[src/rtl/gpio_irq_unit.sv]
module gpio_irq_unit #(
  parameter int W        = 8,
  parameter int DB_TICKS = 4
) (
  input  logic         clk,
  input  logic         rst_n,
  input  logic         tick,
  input  logic         we,
  input  logic [7:0]   addr,
  input  logic [W-1:0] wdata,
  output logic [W-1:0] rdata,
  input  logic [W-1:0] pin_a,
  input  logic [W-1:0] pin_b,
  input  logic [W-1:0] pin_f,
  output logic         irq_ab,
  output logic [W-1:0] irq_f
);
  localparam int NP = 3;
  localparam int CW = (DB_TICKS > 2) ? $clog2(DB_TICKS) : 1;
  localparam logic [7:0] BASE [NP] = '{8'h90, 8'hAC, 8'h4C};
  localparam logic [7:0] O_POL = 8'h04, O_ACK = 8'h08, O_EN = 8'h0C,
                         O_STAT = 8'h10, O_DEB = 8'h18;

  logic [NP-1:0][W-1:0] kind, pol, en, deb, pend;
  logic [NP-1:0][W-1:0] s1, s2, filt, prev;
  logic [NP-1:0][W-1:0] sel, evt, ack, stat;
  logic [NP-1:0][W-1:0][CW-1:0] cnt;
  logic [NP-1:0][W-1:0] pins;

  assign pins = {pin_f, pin_b, pin_a};

  always_comb begin
    for (int p = 0; p < NP; p++) begin
      sel[p]  = (deb[p] & filt[p]) | (~deb[p] & s2[p]);
      evt[p]  = kind[p] & ((pol[p] & sel[p] & ~prev[p]) | (~pol[p] & ~sel[p] & prev[p]));
      ack[p]  = (we && addr == BASE[p] + O_ACK) ? wdata : '0;
      stat[p] = en[p] & ((kind[p] & pend[p]) | (~kind[p] & ~(sel[p] ^ pol[p])));
    end
  end

  always_ff @(posedge clk or negedge rst_n) begin
    if (!rst_n) begin
      kind <= '0; pol <= '0; en <= '0; deb <= '0; pend <= '0;
      s1 <= '0; s2 <= '0; filt <= '0; prev <= '0; cnt <= '0;
    end else begin
      s1   <= pins;
      s2   <= s1;
      prev <= sel;
      pend <= (pend & ~ack) | evt;
      for (int p = 0; p < NP; p++) begin
        for (int b = 0; b < W; b++) begin
          if (tick) begin
            if (s2[p][b] != filt[p][b]) begin
              if (cnt[p][b] == CW'(DB_TICKS - 1)) begin
                filt[p][b] <= s2[p][b];
                cnt[p][b]  <= '0;
              end else begin
                cnt[p][b] <= cnt[p][b] + 1'b1;
              end
            end else begin
              cnt[p][b] <= '0;
            end
          end
        end
        if (we) begin
          if (addr == BASE[p])         kind[p] <= wdata;
          if (addr == BASE[p] + O_POL) pol[p]  <= wdata;
          if (addr == BASE[p] + O_EN)  en[p]   <= wdata;
          if (addr == BASE[p] + O_DEB) deb[p]  <= wdata;
        end
      end
    end
  end

  always_comb begin
    rdata = '0;
    for (int p = 0; p < NP; p++) begin
      if (addr == BASE[p])          rdata = kind[p];
      if (addr == BASE[p] + O_POL)  rdata = pol[p];
      if (addr == BASE[p] + O_EN)   rdata = en[p];
      if (addr == BASE[p] + O_DEB)  rdata = deb[p];
      if (addr == BASE[p] + O_STAT) rdata = stat[p];
    end
  end

  assign irq_ab = |{stat[1], stat[0]};
  assign irq_f  = stat[2];
endmodule

[config.mk]
export PLATFORM = sky130hd
export DESIGN_NAME = gpio_irq_unit
export DESIGN_NICKNAME = d
export VERILOG_FILES = /design/src/rtl/gpio_irq_unit.sv
export SDC_FILE = /design/constraint.sdc
export NUM_CORES = 1
export LEC_CHECK = 0
export ABC_AREA = 1
export BUFFER_PORTS_ARGS = -buffer_cell sky130_fd_sc_hd__buf_2
export CORE_ASPECT_RATIO = 0.9
export CORE_MARGIN = 2
export CORE_UTILIZATION = 28
export DETAILED_ROUTE_END_ITERATION = 10
export MAX_ROUTING_LAYER = met4
export PLACE_DENSITY = 0.43
export SLEW_MARGIN = 25
export SYNTH_ARGS = -nofsm -noshare
export SYNTH_HDL_FRONTEND = slang
export SYNTH_SLANG_ARGS = --single-unit
[constraint.sdc]
create_clock -name clk -period 3.52 [get_ports clk]
set_input_delay 0.528 -clock clk [delete_from_list [all_inputs] [get_ports clk]]
set_output_delay 0.528 -clock clk [all_outputs]
set_load 0.05 [all_outputs]
# After elaboration in Yosys (flattened, before gate mapping)
# Index checks and enable logic that the tools add are counted.
# word_totals
ff_bits	264
in_bits	44
output_inout_bits	17
elab_cells	331
# op_classes
n_addsub	24
eq_ne	66
muxes	66
n_bitwise	63
n_reduce_logical	40
# op_table
cell	n
AND 8 bit	30
two-way mux 8 bit	18
NOT 8 bit	18
== test 8 bit, second input constant	12
two-way mux 2 bit	48
OR 8 bit	9
AND reduction 3 bit	24
adder 2 x 1 -> 2 bit, second input constant	24
== test 2 bit, second input constant	24
== test 8 x 7 -> 1 bit, second input constant	6
AND 24 bit	1
inequality test 1 bit	24
NOT 24 bit	1
OR 24 bit	1
AND reduction 2 bit	12
XOR 8 bit	3
OR reduction 16 bit	1
logical AND 1 bit	3

# Logic depth before layout (Yosys ltp)
# depth
word_depth	19
ltp_mapped	15
ltp_nobuf	15

# Worst setup path after synthesis
# No wires, ideal clock.
# synth_timing
kind	reg2out
startpoint	register s2[16] (netlist name)
endpoint	output rdata[0]
t_arrival_ns	2.214
t_required_ns	2.992
path_slack_ns	0.778
stages_incl_launch_ff	6
n_path_buf	0
path_cell_list	dfrtp_1 o21ai_0 ha_1 a21oi_1 nand2_1 nand4_1
# synth_via
elab_chain_cells	8
# synth_rtl
element	line_no	text
start: declaration	25	logic [NP-1:0][W-1:0] s1, s2, filt, prev;
start signal: assignment	44	s1 <= '0; s2 <= '0; filt <= '0; prev <= '0; cnt <= '0;
start signal: assignment	47	s2 <= s1;
AND 8 bit	34	sel[p] = (deb[p] & filt[p]) | (~deb[p] & s2[p]);
OR 8 bit	34	
XOR 8 bit	37	stat[p] = en[p] & ((kind[p] & pend[p]) | (~kind[p] & ~(sel[p] ^ pol[p])));
NOT 8 bit	37	
AND 8 bit	37	
OR 8 bit	37	
AND 8 bit	37	
via irq_f[0]	16	output logic [W-1:0] irq_f
two-way mux 8 bit	82	if (addr == BASE[p] + O_STAT) rdata = stat[p];
end: declaration	11	output logic [W-1:0] rdata,
# The timed path passes the listed nets, and every way through them passes these cells.

# Final worst setup path
# layout_timing
startpoint	register filt[6] (netlist name)
endpoint	output rdata[6]
# layout_via
elab_chain_cells	18
# layout_rtl
element	line_no	text
start: declaration	25	
start signal: indexed assignment	55	filt[p][b] <= s2[p][b];
AND 8 bit	34	
OR 8 bit	34	
XOR 8 bit	37	
NOT 8 bit	37	
AND 8 bit	37	
OR 8 bit	37	
AND 8 bit	37	
two-way mux 8 bit	82	
[... 2 more ...]	n/a	
two-way mux 8 bit	80	if (addr == BASE[p] + O_EN) rdata = en[p];
two-way mux 8 bit	81	if (addr == BASE[p] + O_DEB) rdata = deb[p];
two-way mux 8 bit	82	
two-way mux 8 bit	78	if (addr == BASE[p]) rdata = kind[p];
two-way mux 8 bit	79	if (addr == BASE[p] + O_POL) rdata = pol[p];
two-way mux 8 bit	80	
two-way mux 8 bit	81	
two-way mux 8 bit	82	
# Every way passes these cells.

==> run metrics <==
status=complete, but fails checks; failing checks=hold timing; core area=44300 um2; switch share=30.2%; number of synthesized flops with an enable pin=0; Residual DRC=0; clock power share=38.5%; clk buf depth=3; min Tclk post-route=about 3.4 ns; Final Hold Vio Count=3; CP startpoint kind=flip-flop; Area after DPL=13700 um2; Die W=about 230 um; vias in the first global route=9329; number of synthesized register bits=about 260; total number of vias=9547; iteration count of the initial detailed-routing pass=5; register area share after synthesis=52.3%; max_slew headroom=49.0%; largest delay contributor family on the critical path=simple AND/OR/NAND/NOR gates; die area=46800 um2; RD Place Congestion=0.848; Tot Pwr=around 0.0090 W; most used cell, CP=nand4_1; period utilisation layout=96.1%; first-pass GRT wire length=56.8 mm; Layout area overhead=17.4%; mapped cell area=around 13000 um2; NumNets Final=1634; placed cells=2082; Synth cell types=28; fillers=between 4000 and 5000; top-area cell type share of the netlist area=52.3%; PortBufs=60; Design Area, Final=14800 um2; warnings from Yosys=0; Comb pwr share=between 15 and 20%; Flop pwr share=between 40 and 50%; setup TNS=0 ns; CTS tree=built; Non-Filler Instances=2145; worst hold slack=-0.00609 ns; Async SR Flop Fraction=100%; CP arrival=around 2.9 ns; critical path fanouts, max=3; Sink Count=264; Power Internal=0.00628 W; Mean Syn Cell Area=8.75 um2; worst slew pin tran=0.765 ns; commonest non-fill, non-tap cell in the layout=dfrtp_1; commonest cells after routing, fill and taps aside=dfrtp_1 (263), o21ai_0 (249), nand2_1 (246); Core Util, Final=33.5%; RSZ-0062 raised after global routing=false; drt wl/cell=16.7 um; DRT Wirelength=35.9 mm; RR Startpoint=deb[19]; Critical Path RT=2.99 ns; CP Cell Sequence=or2_2, o21ai_0, ha_1, a21oi_1, nand2_1, nand4_1, nor2_1, nand4_1, nor2_1, nand4_1, buf_2; Synth Flop Type=dfrtp_1; Final Max Tran Viols=0; library cell with the largest summed area after synthesis=dfrtp_1; Core Rows=73; Detail Placement HPWL=25.6 mm; CP Capture Type=output port; PwrDens=607 nW/um2; share of cells above drive strength 1=about 11%; Worst Skew=0.0114 ns; maximum vdd ir drop=0.279 mV; leakage=6.94 nW; sum of buffers and inverters on the critical path=1; fmax=296 MHz; # Max-Cap Violations=0; Net Switching=0.00271 W; Reg2Reg Depth=5; H-Tree Depth=2; Synth area leaders=dfrtp_1 (52%), o21ai_0 (10%), nand2_1 (7.3%); CTS clk-pin slew, worst paths=0.06 ns; max incr delay on CP=0.40 ns; I/O pins=61; r2r endpoint=pend[19]; R2R Setup Slk=approximately 1.7 ns; Critical-path top delay cell=dfrtp_1; initial antenna violation count=0; Finish-stage setup viols=0; Vias per Instance=4.45; Clk Latency, worst-skew pair=about 0.53 ns; Final ANT Viol Nets=0; Mapped Nets=1558; Post-Syn Instances=1442; Iter 0 DRT Violations=682; Clk Tree Root Cell=clkbuf_16; total CTS buffers=34; Die Ht=approximately 210 um; grt ovf=0; kind of critical path=reg2out; largest net degree at the start of global routing=121; GR Util All Layers=16.3%; Initial Util=28.5%; Worst Hold Class=in2async
[sequential cells by signal, summed over array words and instances, names as in the netlist]
name / count
pol: 24
pend: 24
cnt: 48
en: 24
kind: 24
filt: 24
s1: 24
prev: 24
s2: 24
deb: 24
[power by group through the flow]
stage          Clock (W)  Combinational, W  Sequential (W)
6_report         0.00347           0.00157         0.00396
5_1_grt          0.00372           0.00188         0.00404
4_1_cts          0.00357           0.00158         0.00396
3_5_place_dp           0           0.00157         0.00401
3_3_place_gp           0           0.00154         0.00400
2_1_floorplan          0           0.00116         0.00390
[cell usage after synthesis, types with 2 or more instances]
library cell,count
nand3_2,4
nand3b_1,2
clkbuf_1,25
xor2_1,24
nor4_1,3
inv_1,219
or2_2,14
nand2_2,5
a21oi_1,32
inv_2,2
nor2_4,11
mux2i_1,14
ha_1,72
nor3_1,2
nand4_1,23
nor2_2,3
dfrtp_1,264
nor2_1,124
o21ai_0,252
o21ai_1,7
buf_2,9
nand3_1,80
nand2_1,246
[stage by stage]
stage / hold WS [ns] / setup WS (ns)
after global routing: 0.0360 / 0.00342
after global placement: 0.332 / 0.235
after CTS: 0.0337 / 0.0409
after floorplan: 0.232 / 0.778
final: -0.00609 / 0.138
after detailed placement: 0.335 / 0.256
[logic make-up after synthesis]
| group | count (synthesis) | share of synthesized area, % |
|---|---|---|
| xor+xnor | 24 | 1.67 |
| simple gates | 520 | 18.4 |
| compound gates | 292 | 11.6 |
| flops | 264 | 52.3 |
| mux | 14 | 1.11 |
| fa+ha+maj | 72 | 7.14 |
| buf+inv | 256 | 7.76 |
[final cells by class]
cell class	instances	area (um2)	share of cell area (%)
clock inverters	10	119	0.802
well taps	600	751	5.07
clock buffers	52	988	6.67
flip-flops and latches	264	6610	44.6
diodes	1	2.50	0.0169
repair buffers	75	464	3.13
inverters	221	830	5.60
multi-input cells	922	5060	34.1
[how the worst max path moves through the flow]
stage	start	endpoint	slack (ns)	cells after the start
floorplan	s2[16]	rdata[0]	0.78	5
global placement	addr[1]	rdata[5]	0.24	12
detailed placement	addr[1]	rdata[5]	0.26	12
CTS	s2[4]	rdata[4]	0.04	12
global route	deb[12]	irq_ab	0.003	11
finish	filt[6]	rdata[6]	0.14	11
[worst register-to-register path, stage by stage, from the launching register on]
cell	delay [ns]
dfrtp_1	0.45
o21ai_0	0.62
inv_1	0.15
ha_1	0.21
o21ai_0	0.14
o21ai_0	0.08
[per-layer routing]
metal,part of all wire (%),global-route usage [%],wire length (um),vias to the layer above
li1,-,-,-,4791
met1,53,24.0,19000,4515
met2,39,22.0,14100,185
met3,5.2,3.46,1860,56
met4,2.6,4.86,923,0
met5,0,-,0,-
[what timing repair did]
action | 4_1_cts | 5_1_grt
hold buffers | 0 | 0
pin swaps | 0 | 0
endpoints found under the setup margin | 1 | 6
setup buffers | 0 | 0
gates resized for setup | 1 | 16
No activity file was read; power rests on OpenSTA's default activity.
